==> src/rtl/lcd_rate_fifo_pkg.sv <==
package lcd_rate_fifo_pkg;

  typedef enum logic [1:0] {
    RATE_PASS = 2'b00,
    RATE_DIV2 = 2'b01,
    RATE_DIV4 = 2'b10,
    RATE_DIV8 = 2'b11
  } rate_e;

  // Divide ratio for a rate code; pass-through reports 1.
  function automatic int unsigned rate_div(input logic [1:0] code);
    return (code == RATE_PASS) ? 1 : (32'd1 << code);
  endfunction

  // Modulo-depth pointer step, for a buffer depth that need not be a power of two.
  function automatic int unsigned wrap_inc(input int unsigned p, input int unsigned depth);
    return (p == depth - 1) ? 0 : p + 1;
  endfunction

endpackage

==> src/rtl/lrf_edge.sv <==
module lrf_edge #(
  parameter bit RISING = 1'b1
) (
  input  logic clk,
  input  logic rst_n,
  input  logic sig,
  output logic hit
);
  logic sig_q;

  always_ff @(posedge clk or negedge rst_n) begin
    if (!rst_n) sig_q <= RISING ? 1'b1 : 1'b0;
    else        sig_q <= sig;
  end

  generate
    if (RISING) begin : g_rise
      assign hit = sig & ~sig_q;
    end else begin : g_fall
      assign hit = ~sig & sig_q;
    end
  endgenerate
endmodule

==> src/rtl/lrf_buf.sv <==
module lrf_buf #(
  parameter int DEPTH = 80,
  parameter int DW    = 8,
  localparam int PW   = $clog2(DEPTH),
  localparam int OCW  = $clog2(DEPTH + 1)
) (
  input  logic           clk,
  input  logic           rst_n,
  input  logic           flush,
  input  logic           wr_req,
  input  logic [DW-1:0]  wr_data,
  input  logic           rd_req,
  output logic [DW-1:0]  rd_data,
  output logic [OCW-1:0] occ,
  output logic           empty,
  output logic           wr_drop
);
  import lcd_rate_fifo_pkg::*;

  logic [DW-1:0] mem [DEPTH];
  logic [PW-1:0] wp, rp;
  logic          full, do_wr, do_rd;

  assign full    = (occ == OCW'(DEPTH));
  assign empty   = (occ == '0);
  assign do_wr   = wr_req & ~full & ~flush;
  assign do_rd   = rd_req & ~empty & ~flush;
  assign wr_drop = wr_req & full & ~flush;
  assign rd_data = mem[rp];

  always_ff @(posedge clk) begin
    if (do_wr) mem[wp] <= wr_data;
  end

  always_ff @(posedge clk or negedge rst_n) begin
    if (!rst_n) begin
      wp  <= '0;
      rp  <= '0;
      occ <= '0;
    end else if (flush) begin
      wp  <= '0;
      rp  <= '0;
      occ <= '0;
    end else begin
      if (do_wr) wp <= PW'(wrap_inc(int'(wp), DEPTH));
      if (do_rd) rp <= PW'(wrap_inc(int'(rp), DEPTH));
      case ({do_wr, do_rd})
        2'b10:   occ <= occ + 1'b1;
        2'b01:   occ <= occ - 1'b1;
        default: occ <= occ;
      endcase
    end
  end
endmodule

==> src/rtl/lrf_shift.sv <==
module lrf_shift #(
  parameter int MAX_DIV = 8,
  localparam int CW     = $clog2(MAX_DIV),
  localparam int DVW    = CW + 1
) (
  input  logic           clk,
  input  logic           rst_n,
  input  logic           hold,
  input  logic           restart,
  input  logic [DVW-1:0] div,
  input  logic           avail,
  output logic           pop,
  output logic           sclk
);
  logic [CW-1:0] cnt;

  assign pop = ~hold & ~restart & avail & (cnt == '0);

  always_ff @(posedge clk or negedge rst_n) begin
    if (!rst_n) begin
      cnt  <= '0;
      sclk <= 1'b0;
    end else if (hold || restart) begin
      cnt  <= '0;
      sclk <= 1'b0;
    end else begin
      if ({1'b0, cnt} >= div - 1'b1) cnt <= '0;
      else                           cnt <= cnt + 1'b1;
      if (pop)                                 sclk <= 1'b1;
      else if ({1'b0, cnt} == (div >> 1))      sclk <= 1'b0;
    end
  end
endmodule

==> src/rtl/lcd_rate_fifo.sv <==
module lcd_rate_fifo #(
  parameter int DEPTH   = 80,
  parameter int DW      = 8,
  parameter int MAX_DIV = 8
) (
  input  logic          clk,
  input  logic          rst_n,
  input  logic [1:0]    rate_sel,
  input  logic          base_stb,
  input  logic [DW-1:0] base_data,
  input  logic          line_pls,
  input  logic          clr_flags,
  output logic          pnl_clk,
  output logic [DW-1:0] pnl_data,
  output logic          ovf_flag,
  output logic          late_flag
);
  import lcd_rate_fifo_pkg::*;

  localparam int OCW = $clog2(DEPTH + 1);
  localparam int DVW = $clog2(MAX_DIV) + 1;

  // Named internal events, observed by the bound checker.
  logic           bypass, stb_fall, line_rise, wr_req, rd_evt, empty, wr_drop, late_evt, sclk;
  logic [OCW-1:0] occ;
  logic [DW-1:0]  head, data_q;
  logic [DVW-1:0] div_val;

  assign bypass   = (rate_sel == RATE_PASS);
  assign div_val  = DVW'(rate_div(rate_sel));
  assign wr_req   = stb_fall & ~bypass;
  assign late_evt = line_rise & ~empty;

  lrf_edge #(.RISING(1'b0)) u_stb_edge (
    .clk(clk), .rst_n(rst_n), .sig(base_stb), .hit(stb_fall)
  );

  lrf_edge #(.RISING(1'b1)) u_line_edge (
    .clk(clk), .rst_n(rst_n), .sig(line_pls), .hit(line_rise)
  );

  lrf_buf #(.DEPTH(DEPTH), .DW(DW)) u_buf (
    .clk(clk), .rst_n(rst_n), .flush(line_rise),
    .wr_req(wr_req), .wr_data(base_data),
    .rd_req(rd_evt), .rd_data(head),
    .occ(occ), .empty(empty), .wr_drop(wr_drop)
  );

  lrf_shift #(.MAX_DIV(MAX_DIV)) u_shift (
    .clk(clk), .rst_n(rst_n), .hold(bypass), .restart(line_rise),
    .div(div_val), .avail(~empty), .pop(rd_evt), .sclk(sclk)
  );

  always_ff @(posedge clk or negedge rst_n) begin
    if (!rst_n) begin
      data_q    <= '0;
      ovf_flag  <= 1'b0;
      late_flag <= 1'b0;
    end else begin
      if (rd_evt) data_q <= head;
      ovf_flag  <= (ovf_flag  & ~clr_flags) | wr_drop;
      late_flag <= (late_flag & ~clr_flags) | late_evt;
    end
  end

  assign pnl_clk  = bypass ? base_stb  : sclk;
  assign pnl_data = bypass ? base_data : data_q;
endmodule

==> config.mk <==
export PLATFORM = sky130hd
export DESIGN_NAME = lcd_rate_fifo
export DESIGN_NICKNAME = d
export VERILOG_FILES = /design/src/rtl/lcd_rate_fifo_pkg.sv /design/src/rtl/lrf_edge.sv /design/src/rtl/lrf_buf.sv /design/src/rtl/lrf_shift.sv /design/src/rtl/lcd_rate_fifo.sv
export SDC_FILE = /design/constraint.sdc
export NUM_CORES = 1
export LEC_CHECK = 0
export BUFFER_PORTS_ARGS = -buffer_cell sky130_fd_sc_hd__buf_2
export CAP_MARGIN = 0
export CORE_ASPECT_RATIO = 0.8
export CORE_UTILIZATION = 55
export DETAILED_ROUTE_END_ITERATION = 16
export HOLD_SLACK_MARGIN = 0.02
export PLACE_DENSITY = 0.71
export SYNTH_ARGS = -nofsm -noshare
export SYNTH_HDL_FRONTEND = slang
export SYNTH_SLANG_ARGS = --single-unit
==> constraint.sdc <==
create_clock -name clk -period 5.5 [get_ports clk]
set_clock_uncertainty 0.1 [all_clocks]
set_input_delay 0.275 -clock clk [delete_from_list [all_inputs] [get_ports clk]]
set_output_delay 0.275 -clock clk [all_outputs]
set_load 0.03 [all_outputs]
# Word-level counts from Yosys, hierarchy flattened
# Memories as Yosys holds them, arrays and structs flattened. A register that Yosys moved wholly into a read port is not among the register bits.
# Cells that the tools add are included.
# classes
add_sub_neg	6
n_lt_le_gt_ge	1
eq_ne	6
n_shift	1
mux	18
n_bitwise	24
reduce_logical	9
# ops
operator	count
7-bit two-way mux	7
7-bit by 1-bit adder with 7-bit output, second input constant	3
7-bit equality test, second input constant	3
1-bit AND	15
7-bit case mux with 2 select lines	1
8-bit two-way mux	1
7-bit zero test	1
1-bit inverter	7
7-bit by 1-bit subtractor with 7-bit output, second input constant	1
1-bit two-way mux	6
3-bit two-way mux	2
3-bit nonzero test	2
3-bit by 4-bit >= comparator with 1-bit output	1
4-bit two-way mux	1
2-bit nonzero test	2
1-bit by 2-bit left shift with 4-bit output, first input constant	1
4-bit by 1-bit subtractor with 4-bit output, second input constant	1
3-bit by 1-bit adder with 3-bit output, second input constant	1
3-bit equality test	1
3-bit zero test	1
2-bit by 1-bit equality test with 1-bit output, second input constant	1
2-bit equality test, second input constant	1
2-bit zero test	1
1-bit bitwise OR	2
2 further kinds	2
# word_totals
register_bits	29
mem_bits_rw	640
inputBits	15
out_inout_bits	11
wordCells	75
mem_count	1
# memory_table
memory	words	word_bits	read_ports	rd_ports_with_merged_regs	wr	line_no	rtl
u_buf.mem	80	8	1	1	1	lrf_buf.sv:20	logic [DW-1:0] mem [DEPTH];

# Depth between registers and ports, before layout
# depth
depth_word	11
mapped_depth	11
ltp_nobuf	11

# Modules after synthesis
# From an unflattened synthesis, not the netlist that was laid out.
# unflattened
hier_cells	1346
hier_area_um2	27131.0
# modules_own_cells
module	n_inst	cells_each	area_each_um2	seq_area_each_um2
lrf_buf	1	1271	26178.9	19743.9
lcd_rate_fifo	1	38	551.8	250.2
lrf_shift	1	33	321.6	100.1
lrf_edge at u_line_edge	1	2	40.0	26.3
lrf_edge at u_stb_edge	1	2	38.8	25.0

# Least setup slack after synthesis
# Ideal clock, no wire load.
# synth_path
path_kind	register -> register
startpoint	register u_buf.occ[0]
endpoint	register u_buf.occ[6]
setup_time_ps	136
arrival_time_ps	3007
required_ps	5264
path_slack_ps	2258
stages_incl_launch_ff	11
n_path_buf	0
synth_period_minus_slack_ps	3242
cell_sequence	dfrtp_1 > or4_4 > or3_4 > a211oi_2 > ha_1 > a21o_1 > a21oi_1 > o21ai_0 > mux2i_1 > xor2_1 > nor2_1
# synth_between
elab_chain_cells	9
word_cells_on_any_way	17
cone_classes	2 x add/sub; 3 x eq/ne; 2 x mux; 8 x bitwise; 2 x reduce/logical
# synth_lines
item	line_no	rtl
from (decl)	lrf_buf.sv:14	output logic [OCW-1:0] occ,
from (signal assigned)	lrf_buf.sv:48	2'b10: occ <= occ + 1'b1;
from (signal assigned)	lrf_buf.sv:49	2'b01: occ <= occ - 1'b1;
7-bit zero test	lrf_buf.sv:25	assign empty = (occ == '0);
1-bit inverter	lrf_buf.sv:27, lcd_rate_fifo.sv:51	
1-bit AND (2 in series)	lrf_shift.sv:17	assign pop = ~hold & ~restart & avail & (cnt == '0);
1-bit AND (2 in series)	lrf_buf.sv:27	assign do_rd = rd_req & ~empty & ~flush;
2-bit by 1-bit equality test with 1-bit output or 2-bit equality test (tied branches)	lrf_buf.sv:47	case ({do_wr, do_rd})
7-bit case mux with 2 select lines	lrf_buf.sv:47	
7-bit two-way mux	lrf_buf.sv:40	end else if (flush) begin
# Several ways; a longest one is shown, not always the timed one.
# A chain may end at the register's enable or synchronous reset.

# Worst setup path in the final report
# layout_path
startpoint	input rate_sel[0]
endpoint	memory u_buf.mem[53][0] (enable)
# layout_between
elab_chain_cells	7
# layout_lines
item	line_no	rtl
from (decl)	lcd_rate_fifo.sv:8	input logic [1:0] rate_sel,
2-bit zero test	lcd_rate_fifo.sv:29	assign bypass = (rate_sel == RATE_PASS);
1-bit inverter	lcd_rate_fifo.sv:31	assign wr_req = stb_fall & ~bypass;
1-bit AND	lcd_rate_fifo.sv:31	
1-bit AND (2 in series)	lrf_buf.sv:26	assign do_wr = wr_req & ~full & ~flush;
1-bit two-way mux	lrf_buf.sv:32	if (do_wr) mem[wp] <= wr_data;
1-bit two-way mux (not written as such)	lrf_buf.sv:32	
to (decl)	lrf_buf.sv:20	
# Every way passes these cells.

==> reports/metrics.csv <==
metric;value;unit
status;complete, no violations;
GRT Total Usage;0.259;
Ys Warns;0;
RSZ-0062 raised after global routing;no;
Mapped Area;27100;um^2
Crit Path Category;in -> reg;
Worst-Skew Late Latency;0.60;ns
wire per inst;28.9;um
Setup TNS;0;ns
final WL;63600;um
DP Wirelength;39700;um
R2R cell count;10;
Worst Hold Class;in -> reg;
critical path peak fanout;13;
via count;14400;
proportion of synthesized chip area in sequential cells;0.744;
async set-reset flop share out of synthesis;0.0547;
reg-to-reg setup timing slack;1.87;ns
Vias/cell;6.53;
area share of the largest cell type after synthesis;0.709;
CTS tree;done;
drt first pass iters;5;
largest net degree at the start of global routing;76;
top cells by area, synth;edfxtp_1, mux4_2, mux2i_1;
Worst EP arrival;3.93;ns
Core ar.;48500;um^2
area growth from synthesis to layout;11.0;%
Die Height;201;um
Filler Cells Inserted;3419;
clk sinks;677;
htree depth;3;
hold_sp;base_data[4];
Root Driver;clkbuf_16;
Slew headroom;0.198;
fmax;264;MHz
pwr/cell area;448;nW/um^2
GPL Wtd Cong;0.914;
num rows;72;
hold endpoint;u_buf.mem[53][4];
Yosys top cell by area;edfxtp_1;
Pleak;9.56;nW
IO Count;26;
WP data required;5.64;ns
Hold Vio Cnt, Final;0;
Clock transition at path regs;0.06;ns
worst r2r src;u_line_edge.sig_q;
Setup Buffers After CTS;0;
Tcrit/Tclk final;0.690;
Cells after Synth;1470;
n_diodes;0;
Avg Cell Area, Syn;18.4;um^2
share of cells above drive strength 1;0.177;
Max VDD drop;309;uV
Tot Pwr;13.5;mW
Hold Path Depth;1;
nets;1550;
Multi-input gate area;6550;um^2
initial core utilization;0.559;
CTS resizes;0;
CTS Hold Buffers Added;6;
drt drc;0;
Port-buffer cells;25;
CP Launch Type;primary input;
Syn Nets;1498;
gr ovfl total;0;
clk buf depth;3;
vias in the first global route;13900;
DRT iter0 DRCs;1770;
Main synth FF type;edfxtp_1;
initial antenna violation count;2;
number of enable flip-flop cells after synthesis;640;
# setup viols final;0;
cts bufs inserted;67;
endpoint type of the worst setup path;flop;
die width;250;um
die footprint;50200;um^2
max-cap viol count;0;
Routed Antenna Nets;0;
synth unique cells;60;
Synth Register Bits;677;
register area;20200;um^2
fin. max-slew vios;0;
RR Endpoint;u_buf.occ[5];
first-pass GRT wire length;94300;um
Tmin final;3.79;ns
Worst-Margin Slew;1.20;ns
==> worst max-delay path, stage by stage <==
cell	delay [ns]
dlygate4sd3_1	0.52
buf_2	0.14
nor2_1	0.20
inv_1	0.21
nand3b_1	0.24
nor3_2	0.39
nand3_1	0.96
nor2_1	0.97
==> final cells by class <==
type / count / area share
tap: 629 / 0.0262
multi-input combinational: 705 / 0.218
timing repair buffer: 58 / 0.0137
sequential: 677 / 0.670
inverter: 13 / 0.00162
clock inverter: 35 / 0.0117
clock buffer: 84 / 0.0586
==> stage by stage <==
stage                     hold WS (ns)  worst slack, ns  std cells  area, um^2   util
after floorplan                 -0.121             2.26       1470       27100      -
after global placement           0.298             1.92       2076       27900  0.575
after detailed placement         0.307             1.80       2076       27900  0.575
after CTS                       0.0338             1.88       2201       30100  0.620
after global routing            0.0536             1.66       2201       30100  0.620
final                           0.0493             1.71       2201       30100  0.620
==> registers in the layout, summed over array words and instances, names as in the netlist, 3 cells and up <==
register / count
u_buf.rp: 7
u_buf.occ: 7
u_shift.cnt: 3
u_buf.mem: 640
u_buf.wp: 7
data_q: 8
==> worst max-delay path by stage <==
stage	from	endpoint	cells after the start
after detailed placement	rate_sel[1]	u_buf.mem[33][4]	7
after global routing	u_line_edge.sig_q	u_buf.occ[6]	10
after floorplan	u_buf.occ[0]	u_buf.occ[6]	10
final	rate_sel[0]	u_buf.mem[53][0]	8
after CTS	u_buf.occ[0]	u_buf.occ[5]	10
after global placement	rate_sel[1]	u_buf.mem[38][0]	7
==> cells by family (layout without fill, tap and decap cells) <==
family / after synthesis / after routing / share of synthesized area
AOI/OAI and AO/OA: 170 / 170 / 0.0420
xor gates and xnor gates: 8 / 8 / 0.00259
adders and majority gates: 13 / 13 / 0.00628
buffers and inverters: 88 / 190 / 0.0151
DFF: 677 / 677 / 0.744
muxes: 257 / 257 / 0.145
and+or+nand+nor: 257 / 257 / 0.0455
==> routing by layer <==
metal,up-vias,track usage,part of all wire
met1,7409,0.423,0.45
met4,0,0.0627,0.020
met3,91,0.0462,0.096
li1,6029,-,-
met2,844,0.364,0.44
met5,-,0,0
==> placed cells by master, fill, tap and decap left out, drive strengths merged, types with 4 or more instances in the layout <==
| cell | instances |
|---|---|
| a211oi | 10 |
| a21oi | 31 |
| a22oi | 63 |
| a31oi | 4 |
| and3 | 9 |
| buf | 52 |
| bufinv | 6 |
| clkbuf | 84 |
| clkinv | 24 |
| dfrtp | 36 |
| dlygate4sd3 | 6 |
| edfxtp | 640 |
| ha | 12 |
| inv | 18 |
| mux2 | 9 |
| mux2i | 141 |
| mux4 | 107 |
| nand2 | 56 |
| nand2b | 7 |
| nand3 | 26 |
| nor2 | 105 |
| nor2b | 23 |
| nor4 | 8 |
| o21ai | 26 |
| o22ai | 15 |
| o31ai | 4 |
| or3 | 8 |
| xnor2 | 4 |
| xor2 | 4 |
==> where the power goes <==
| group | switching (mW) | leakage [nW] | internal, mW |
|---|---|---|---|
| registers | 0.248 | 6.21 | 5.73 |
| clock network | 1.90 | 1.03 | 2.57 |
| logic | 1.70 | 2.32 | 1.32 |
==> cell usage after synthesis, drive strengths merged (10+ instances only) <==
library cell / n
o22ai: 15
inv: 13
nand2: 56
o21ai: 26
edfxtp: 640
a22oi: 63
clkbuf: 36
ha: 12
a21oi: 31
nor2: 105
mux4: 107
a211oi: 10
nor2b: 23
mux2i: 141
dfrtp: 36
nand3: 26
buf: 39
Power figures use the tool's default switching activity.
